==> config.mk <==
export PLATFORM = sky130hd
export DESIGN_NAME = posted_wbuf
export DESIGN_NICKNAME = d
export VERILOG_FILES = /design/src/rtl/posted_wbuf_pkg.sv /design/src/rtl/posted_wbuf_slot.sv /design/src/rtl/posted_wbuf_track.sv /design/src/rtl/posted_wbuf_status.sv /design/src/rtl/posted_wbuf.sv
export SDC_FILE = /design/constraint.sdc
export NUM_CORES = 1
export LEC_CHECK = 0
export CORE_MARGIN = 8
export CORE_UTILIZATION = 25
export DETAILED_ROUTE_END_ITERATION = 8
export PLACE_DENSITY = 0.65
export SLEW_MARGIN = 30
export SYNTH_ARGS = -nofsm -noshare
export SYNTH_HDL_FRONTEND = slang
export SYNTH_SLANG_ARGS = --single-unit
export TNS_END_PERCENT = 30
==> constraint.sdc <==
create_clock -name clk_i -period 1.4 [get_ports clk_i]
set_input_delay 0.21 -clock clk_i [delete_from_list [all_inputs] [get_ports clk_i]]
set_output_delay 0.21 -clock clk_i [all_outputs]
set_load 0.01 [all_outputs]
==> src/rtl/posted_wbuf_pkg.sv <==
package posted_wbuf_pkg;
  localparam int STAT_W    = 32;
  localparam int FIN_BIT   = 9;
  localparam int EMPTY_BIT = 8;

  function automatic logic [STAT_W-1:0] pack_status(logic fin, logic empty);
    logic [STAT_W-1:0] w;
    w            = '0;
    w[FIN_BIT]   = fin;
    w[EMPTY_BIT] = empty;
    return w;
  endfunction
endpackage

==> src/rtl/posted_wbuf_slot.sv <==
module posted_wbuf_slot #(
  parameter int ADDR_W = 32,
  parameter int DATA_W = 32,
  parameter int BE_W   = DATA_W / 8
) (
  input  logic              clk_i,
  input  logic              rst_ni,
  input  logic              load_i,
  input  logic [ADDR_W-1:0] addr_i,
  input  logic [DATA_W-1:0] data_i,
  input  logic [BE_W-1:0]   be_i,
  input  logic              mem_rdy_i,
  output logic              full_o,
  output logic              issue_o,
  output logic [ADDR_W-1:0] addr_o,
  output logic [DATA_W-1:0] data_o,
  output logic [BE_W-1:0]   be_o
);
  logic              full_q;
  logic [ADDR_W-1:0] addr_q;
  logic [DATA_W-1:0] data_q;
  logic [BE_W-1:0]   be_q;

  assign issue_o = full_q && mem_rdy_i;

  always_ff @(posedge clk_i or negedge rst_ni) begin
    if (!rst_ni)      full_q <= 1'b0;
    else if (load_i)  full_q <= 1'b1;
    else if (issue_o) full_q <= 1'b0;
  end

  always_ff @(posedge clk_i or negedge rst_ni) begin
    if (!rst_ni) begin
      addr_q <= '0;
      data_q <= '0;
      be_q   <= '0;
    end else if (load_i) begin
      addr_q <= addr_i;
      data_q <= data_i;
      be_q   <= be_i;
    end
  end

  assign full_o = full_q;
  assign addr_o = addr_q;
  assign data_o = data_q;
  assign be_o   = be_q;

  assert_hold_stable_R3: assert property (@(posedge clk_i) disable iff (!rst_ni)
    full_q && !mem_rdy_i |=> full_q && $stable(addr_q) && $stable(data_q) && $stable(be_q));

  assert_no_load_full_R6: assert property (@(posedge clk_i) disable iff (!rst_ni)
    !(load_i && full_q));
endmodule

==> src/rtl/posted_wbuf_track.sv <==
module posted_wbuf_track #(
  parameter int MAX_OUT = 2
) (
  input  logic clk_i,
  input  logic rst_ni,
  input  logic issue_i,
  input  logic done_i,
  output logic idle_o,
  output logic room_o
);
  localparam int CW = $clog2(MAX_OUT + 1);

  logic [CW-1:0] cnt_q;

  always_ff @(posedge clk_i or negedge rst_ni) begin
    if (!rst_ni) cnt_q <= '0;
    else begin
      case ({issue_i, done_i})
        2'b10:   cnt_q <= cnt_q + 1'b1;
        2'b01:   cnt_q <= cnt_q - 1'b1;
        default: cnt_q <= cnt_q;
      endcase
    end
  end

  assign idle_o = (cnt_q == '0);
  assign room_o = (cnt_q < CW'(MAX_OUT));

  assert_done_legal_R5: assert property (@(posedge clk_i) disable iff (!rst_ni)
    done_i |-> cnt_q != '0);

  assert_cap_R7: assert property (@(posedge clk_i) disable iff (!rst_ni)
    cnt_q <= CW'(MAX_OUT));
endmodule

==> src/rtl/posted_wbuf_status.sv <==
module posted_wbuf_status
  import posted_wbuf_pkg::*;
(
  input  logic              full_i,
  input  logic              idle_i,
  output logic [STAT_W-1:0] stat_o
);
  assign stat_o = pack_status(!full_i && idle_i, !full_i);
endmodule

==> src/rtl/posted_wbuf.sv <==
module posted_wbuf
  import posted_wbuf_pkg::*;
#(
  parameter int ADDR_W  = 32,
  parameter int DATA_W  = 32,
  parameter int MAX_OUT = 2,
  localparam int BE_W   = DATA_W / 8
) (
  input  logic              clk_i,
  input  logic              rst_ni,
  input  logic              cpu_req_i,
  input  logic [ADDR_W-1:0] cpu_addr_i,
  input  logic [DATA_W-1:0] cpu_data_i,
  input  logic [BE_W-1:0]   cpu_be_i,
  output logic              cpu_rdy_o,
  output logic              mem_vld_o,
  output logic [ADDR_W-1:0] mem_addr_o,
  output logic [DATA_W-1:0] mem_data_o,
  output logic [BE_W-1:0]   mem_be_o,
  input  logic              mem_rdy_i,
  input  logic              mem_done_i,
  output logic [31:0]       stat_o
);
  logic full, issue, idle, room, load;

  assign cpu_rdy_o = !full && room;
  assign load      = cpu_req_i && cpu_rdy_o;
  assign mem_vld_o = full;

  posted_wbuf_slot #(.ADDR_W(ADDR_W), .DATA_W(DATA_W), .BE_W(BE_W)) u_slot (
    .clk_i, .rst_ni,
    .load_i   (load),
    .addr_i   (cpu_addr_i),
    .data_i   (cpu_data_i),
    .be_i     (cpu_be_i),
    .mem_rdy_i,
    .full_o   (full),
    .issue_o  (issue),
    .addr_o   (mem_addr_o),
    .data_o   (mem_data_o),
    .be_o     (mem_be_o)
  );

  posted_wbuf_track #(.MAX_OUT(MAX_OUT)) u_track (
    .clk_i, .rst_ni,
    .issue_i (issue),
    .done_i  (mem_done_i),
    .idle_o  (idle),
    .room_o  (room)
  );

  posted_wbuf_status u_status (
    .full_i (full),
    .idle_i (idle),
    .stat_o (stat_o)
  );

  assert_accept_flags_R2: assert property (@(posedge clk_i) disable iff (!rst_ni)
    cpu_req_i && cpu_rdy_o |=> mem_vld_o && !stat_o[EMPTY_BIT] && !stat_o[FIN_BIT]);

  assert_drain_R4: assert property (@(posedge clk_i) disable iff (!rst_ni)
    mem_vld_o && mem_rdy_i |=> !mem_vld_o && stat_o[EMPTY_BIT]);

  assert_fin_needs_empty_R5: assert property (@(posedge clk_i) disable iff (!rst_ni)
    stat_o[FIN_BIT] |-> stat_o[EMPTY_BIT] && !mem_vld_o);

  assert_stall_full_R6: assert property (@(posedge clk_i) disable iff (!rst_ni)
    mem_vld_o |-> !cpu_rdy_o);

  assert_fin_late_R9: assert property (@(posedge clk_i) disable iff (!rst_ni)
    cpu_req_i && cpu_rdy_o && mem_done_i |=> !stat_o[FIN_BIT]);
endmodule

==> results of run 1 <==
## worst max-delay path, delay by kind of cell, from the launching register on
family | cells | cell delay (ns)
DFF | 1 | 0.42
buffers and inverters | 2 | 0.32
muxes | 1 | 0.36
and+or+nand+nor | 2 | 0.26
## power breakdown
group	internal [mW]	switching (mW)
sequential	3.12	0.499
combinational	2.52	1.78
clock	1.78	0.842
total	7.42	3.12
## metal layers
metal | routed length [um] | global-route usage, %
met4 | 80 | 3.61
met3 | 1010 | 6.77
met5 | 0 | 0
met2 | 3740 | 15.8
met1 | 2830 | 10.2
## kinds of logic (layout without fill, tap and decap cells)
family / Yosys count / in the layout / synth area share, %
buf+inv: 39 / 173 / 10.1
compound gates: 1 / 1 / 0.255
mux: 68 / 68 / 27.1
other cells: 1 / 30 / 0.127
flops: 71 / 71 / 60.2
fa+ha+maj: 1 / 1 / 0.424
xor+xnor: 3 / 3 / 0.891
simple gates: 5 / 5 / 0.848
## stage by stage
stage | util (%) | area, um^2
detailed placement | 39.3 | 4500
finish | 41.7 | 4780
global route | 41.7 | 4780
floorplan | - | 3070
CTS | 41.7 | 4780
global placement | 39.3 | 4500
## cell type report
cell class,count,share of cell area [%]
sequential,71,37.2
timing repair buffer,156,30.8
multi-input combinational,108,20.9
clock buffer,10,5.00
tap,143,3.74
clock inverter,6,2.25
inverter,1,0.0786
## cell usage in the layout, fill, tap and decap left out
master           netlist  routed
clkdlybuf4s50_1        0      71
dfrtp_1               71      70
dlygate4sd2_1          0      68
mux2_2                59      57
conb_1                 1      30
mux2_4                 9      11
clkbuf_16              0       9
buf_4                 33       8
bufinv_16              0       3
buf_2                  2       3
buf_12                 0       3
xnor2_1                2       2
clkinv_2               0       2
nor2_4                 0       1
nand2_1                1       1
inv_1                  1       1
nor3_1                 1       1
and2_4                 1       1
o21bai_1               1       1
nor2_1                 2       1
xor2_1                 1       1
ha_1                   1       1
clkbuf_8               0       1
clkinvlp_4             0       1
dlygate4sd3_1          0       1
clkdlybuf4s15_1        0       1
buf_6                  2       1
dfrtp_2                0       1
## timing repair
item | in CTS | in global routing
endpoints found under the hold margin | 24 | 0
setup buffers | 1 | 0
hold buffers | 1 | 0
gates resized for setup | 84 | 2
setup endpoints to repair | 128 | 70
## cell usage after synthesis
master / n / area share [%]
and2_4: 1 / 0.30
buf_2: 2 / 0.34
buf_4: 33 / 8.4
buf_6: 2 / 0.76
buf_8: 1 / 0.51
conb_1: 1 / 0.13
dfrtp_1: 71 / 60
ha_1: 1 / 0.42
inv_1: 1 / 0.13
mux2_2: 59 / 23
mux2_4: 9 / 4.6
nand2_1: 1 / 0.13
nor2_1: 2 / 0.25
nor3_1: 1 / 0.17
o21bai_1: 1 / 0.25
xnor2_1: 2 / 0.59
xor2_1: 1 / 0.30
## sequential cells by signal, indices dropped and copies added, names as in the netlist
register / cells
u_slot.addr_o: 32
u_slot.be_o: 4
u_slot.full_o: 1
u_track.cnt_q: 2
u_slot.data_o: 32
## worst max-delay path by stage
stage | from | end | slack [ns] | depth (start not counted)
after global placement | cpu_req_i | u_slot.addr_o[16] | -0.14 | 4
after floorplan | u_slot.full_o | u_slot.addr_o[30] | -0.1 | 6
after detailed placement | cpu_req_i | u_slot.data_o[10] | -0.18 | 4
after global routing | u_slot.full_o | u_slot.data_o[23] | -0.17 | 5
after CTS | u_slot.full_o | u_slot.addr_o[20] | -0.11 | 5
final | u_slot.full_o | u_slot.data_o[23] | -0.1 | 5
==> metrics, run 1 <==
status=complete, but fails checks; failing checks=negative setup slack; YS warnings=0; Core Footprint=approximately 11000 um^2; min Tclk post-route=1.50 ns; Mean Syn Cell Area=between 15 and 20 um^2; global-route wire length before repair=about 12 mm; Finish-stage setup viols=between 60 and 70; Hold WS=roughly 0.35 ns; power per cell area=2210 nW/um^2; worst-path fanout max=28; largest stage delay on the critical path=0.42 ns; reg-to-reg setup timing slack=-0.1 ns; H-Tree Depth=3; Cell Area, Synth=between 2000 and 3000 um^2; Final Hold Viols=0; Setup TNS=-4.65 ns; cells along the critical path=buf_6 -> nor2_4 -> and2_4 -> buf_12 -> mux2_2; DRT Pass-1 Iters=2; register area=roughly 1800 um^2; vias per cell=3.95; post-synthesis cell count=about 190; Max IR drop VDD=around 0.00086 V; hpwl dp=between 5 and 6 mm; chip width=about 120 um; RR Endpoint=u_slot.data_o[23]; Arrival @ worst endpoint=around 1.7 ns; slowest cell on the critical path=dfrtp_2; global-route usage over all layers=under 10%; antenna violations before repair=0; routed wire length=between 7 and 8 mm; share of cells above drive strength 1=~29%; Reg2Reg Depth=5; die height=between 100 and 150 um; GPL Wtd Cong=between 0.6 and 0.7; area of the multi-input gates=about 1000 um^2; port bufs=144; Worst Skew=between 0.005 and 0.006 ns; Crit Path Class=register to register; diode count=0; nets=roughly 420; clock buffer count from CTS=9; fillers=between 1000 and 1500; gr ovfl total=0; f_max=between 600 and 700 MHz; pre-CTS setup slack=-0.176 ns; placed cell count=477; area delta synth->final=62.0%; CP Capture Type=register; DRC violations left=0; CTS tree=built; clk buf depth=2; worst skew pair latency=~0.32 ns; clk root buf=clkbuf_16; WP data required=around 1.6 ns; post-route insts no fill=between 400 and 500; die area=about 16000 um^2; Final Cycle Share=107%; post-synthesis sequential area ratio=between 60% and 70%; post-synthesis register bit count=71; largest net degree at the start of global routing=31; Worst-path clk slew=approximately 0.06 ns; Startpoint Class=register; I/O pins=approximately 180; CTS sink cnt=71; worst hold-check path type=primary input to asynchronous set/reset pin; worst setup margin=-0.0995 ns; Max Cap Viol=0; Leak=2.17 nW; Wirelength per Cell=roughly 15 um; vias in the first global route=approximately 2300; number of core rows=39; drt first-iter violations=36; initial core utilization=25.7%; Slew Limit Fails=0; reg2reg start=u_slot.full_o; RSZ-0062 raised after global routing=yes; overall power=10.5 mW; vias=between 1500 and 2000; Netlist cell types=17; post-route ant nets=0
Note: power is estimated with default switching activity, not from simulation.
==> run 2, diff against run 1 <==
Settings changed: GPL_TIMING_DRIVEN from default to 0.
==> run 2 against run 1 <==
  * The run still ends with negative setup slack left
  * Critical endpoint is now u_slot.data_o[12]
  * Register-to-register slack barely moved
  * Die area unchanged
  * Clock power rose by 3%
  * Cell area up 15%
==> metrics, run 2 (synthesis gave the netlist of run 1 again) <==
Startpoint Class=register (unchanged); worst skew pair latency=0.33 ns (was 0.32 ns); power share of the clock group=22.4% (was 24.9%); Crit Path Class=register to register (unchanged); Worst-path clk slew=0.06 ns (about the same); register area=1780 um^2 (unchanged); worst hold-check path type=primary input to asynchronous set/reset pin (unchanged); most numerous cell on the critical path=buf_12; port bufs=144 (unchanged); global-route usage over all layers=10.7% (was 9.94%); Buffers & Inverters on Critical Path=3 (was 2); nets=462 (was 421); worst setup margin=-0.0946 ns (was -0.0995 ns); GPL Wtd Cong=0.667 (was 0.675); post-route ant nets=0 (unchanged); commonest cells after routing, fill and taps aside=71 x clkdlybuf4s50_1, 70 x dfrtp_1, 69 x dlygate4sd2_1 (was 71 x clkdlybuf4s50_1, 70 x dfrtp_1, 68 x dlygate4sd2_1); final core utilization=47.9% (was 41.7%); reg-to-reg setup timing slack=-0.09 ns (was -0.1 ns); I/O pins=175 (unchanged); largest stage delay on the critical path=0.44 ns (was 0.42 ns); Finish-stage setup viols=66 (was 64); Psw=3.46 mW (was 3.12 mW); Comb pwr share=46.9% (was 40.8%); min Tclk post-route=1.49 ns (was 1.50 ns); vias per cell=3.95 (about the same); DRC violations left=0 (unchanged); area of the multi-input gates=1200 um^2 (was 998 um^2); gr ovfl total=0 (unchanged); vias in the first global route=2373 (was 2294); Final Hold Viols=0 (unchanged); number of core rows=39 (unchanged); CTS tree=built (unchanged); Pint=8.54 mW (was 7.42 mW); Crit path max-delay family=flip-flops (unchanged); clock buffer count from CTS=9 (unchanged); Leak=2.64 nW (was 2.17 nW); failing checks=negative setup slack (unchanged); initial core utilization=25.7% (unchanged); most common cell after layout, fill and taps aside=clkdlybuf4s50_1 (unchanged); WP data required=1.61 ns (about the same); f_max=669 MHz (was 667 MHz); Switching Share=28.8% (was 29.6%); clk root buf=clkbuf_16 (unchanged); RR Endpoint=u_slot.data_o[12] (was u_slot.data_o[23]); cells along the critical path=nor2_4 -> and2_4 -> buf_8 -> buf_12 -> buf_12 -> mux2_4 (was buf_6 -> nor2_4 -> and2_4 -> buf_12 -> mux2_2); H-Tree Depth=3 (unchanged); vias=2115 (was 1956); DRT Pass-1 Iters=4 (was 2); Core Footprint=11500 um^2 (unchanged); hpwl dp=6.27 mm (was 5.91 mm); share of cells above drive strength 1=36.1% (was 29.0%); Arrival @ worst endpoint=1.71 ns (about the same); diode count=0 (unchanged); status=complete, but fails checks (unchanged); Wirelength per Cell=16.0 um (was 15.5 um); Final Cycle Share=107% (about the same); global-route wire length before repair=13.2 mm (was 12.4 mm); slowest cell on the critical path=dfrtp_2 (unchanged); Max IR drop VDD=0.000885 V (was 0.000860 V); Reg2Reg Depth=6 (was 5); CP Capture Type=register (unchanged); RSZ-0062 raised after global routing=yes (unchanged); routed wire length=8.55 mm (was 7.66 mm); Reg power frac=30.6% (was 34.3%); CTS sink cnt=71 (unchanged); die height=125 um (unchanged); largest net degree at the start of global routing=38 (was 31); pre-CTS setup slack=-0.304 ns (was -0.176 ns); worst-path fanout max=4 (was 28); Max Cap Viol=0 (unchanged); fillers=1013 (was 1091); antenna violations before repair=0 (unchanged); clk buf depth=2 (unchanged); area delta synth->final=86.1% (was 62.0%); reg2reg start=u_slot.full_o (unchanged); die area=15500 um^2 (unchanged); chip width=125 um (unchanged); Worst Skew=0.00435 ns (was 0.00510 ns); power per cell area=2190 nW/um^2 (was 2210 nW/um^2); drt first-iter violations=37 (was 36); Slew Limit Fails=0 (unchanged)
## run 2: cell type report
class | count | area share, %
Sequential cell | 71 | 32.4
Timing Repair Buffer | 161 | 29.6
Multi-Input combinational cell | 108 | 21.9
Buffer | 36 | 6.20
Clock buffer | 11 | 4.60
Tap cell | 143 | 3.26
Clock inverter | 5 | 1.89
Inverter | 1 | 0.0684
## run 2: metal layers
layer / up-vias / GRT usage (%) / wire length [um]
met3: 8 / 6.60 / 988
met2: 103 / 17.0 / 4060
met5: - / 0 / 0
li1: 985 / - / -
met1: 1019 / 11.5 / 3430
met4: 0 / 3.40 / 79
## run 2: what timing repair did
action	in CTS	in global routing
gates resized for setup	118	40
setup buffers	8	4
hold endpoints to repair	34	0
setup endpoints to repair	140	70
pin swaps	0	2
gates cloned	2	1
hold buffers	1	0
## run 2: worst max-delay path by stage
stage / cells after the start / to / start
6_report: 6 / u_slot.data_o[12] / u_slot.full_o
3_5_place_dp: 6 / u_slot.data_o[2] / cpu_req_i
5_1_grt: 6 / u_slot.data_o[2] / u_slot.full_o
2_1_floorplan: 6 / u_slot.addr_o[30] / u_slot.full_o
4_1_cts: 6 / u_slot.data_o[12] / u_track.cnt_q[1]
3_3_place_gp: 1 / u_slot.full_o / rst_ni
## run 2: power by group through the flow
| stage | Combinational [mW] | Sequential, mW | Clock [mW] |
|---|---|---|---|
| finish | 5.63 | 3.68 | 2.69 |
| global route | 6.02 | 3.81 | 2.89 |
| CTS | 5.17 | 3.66 | 2.78 |
| detailed placement | 5.12 | 3.72 | 0 |
| global placement | 5.07 | 3.66 | 0 |
| floorplan | 1.80 | 4.18 | 0 |
## run 2: worst reg2reg max path: stages, from the launching register on
cell	delay, ns
dfrtp_2	0.44
nor2_4	0.12
and2_4	0.19
buf_8	0.13
buf_12	0.11
buf_12	0.11
mux2_4	0.29
## run 2: metrics by stage
step | hold slack, ns | setup TNS (ns) | area [um^2] | total power [mW] | std cells
after detailed placement | 0.199 | -16.67 | 4710 | 8.84 | 506
final | 0.377 | -3.43 | 5490 | 12.0 | 536
after CTS | 0.393 | -3.64 | 5290 | 11.6 | 532
after floorplan | -0.0856 | -2.54 | 3070 | 5.97 | 218
after global routing | 0.413 | -6.72 | 5490 | 12.7 | 536
after global placement | 0.488 | -192.08 | 4690 | 8.73 | 505
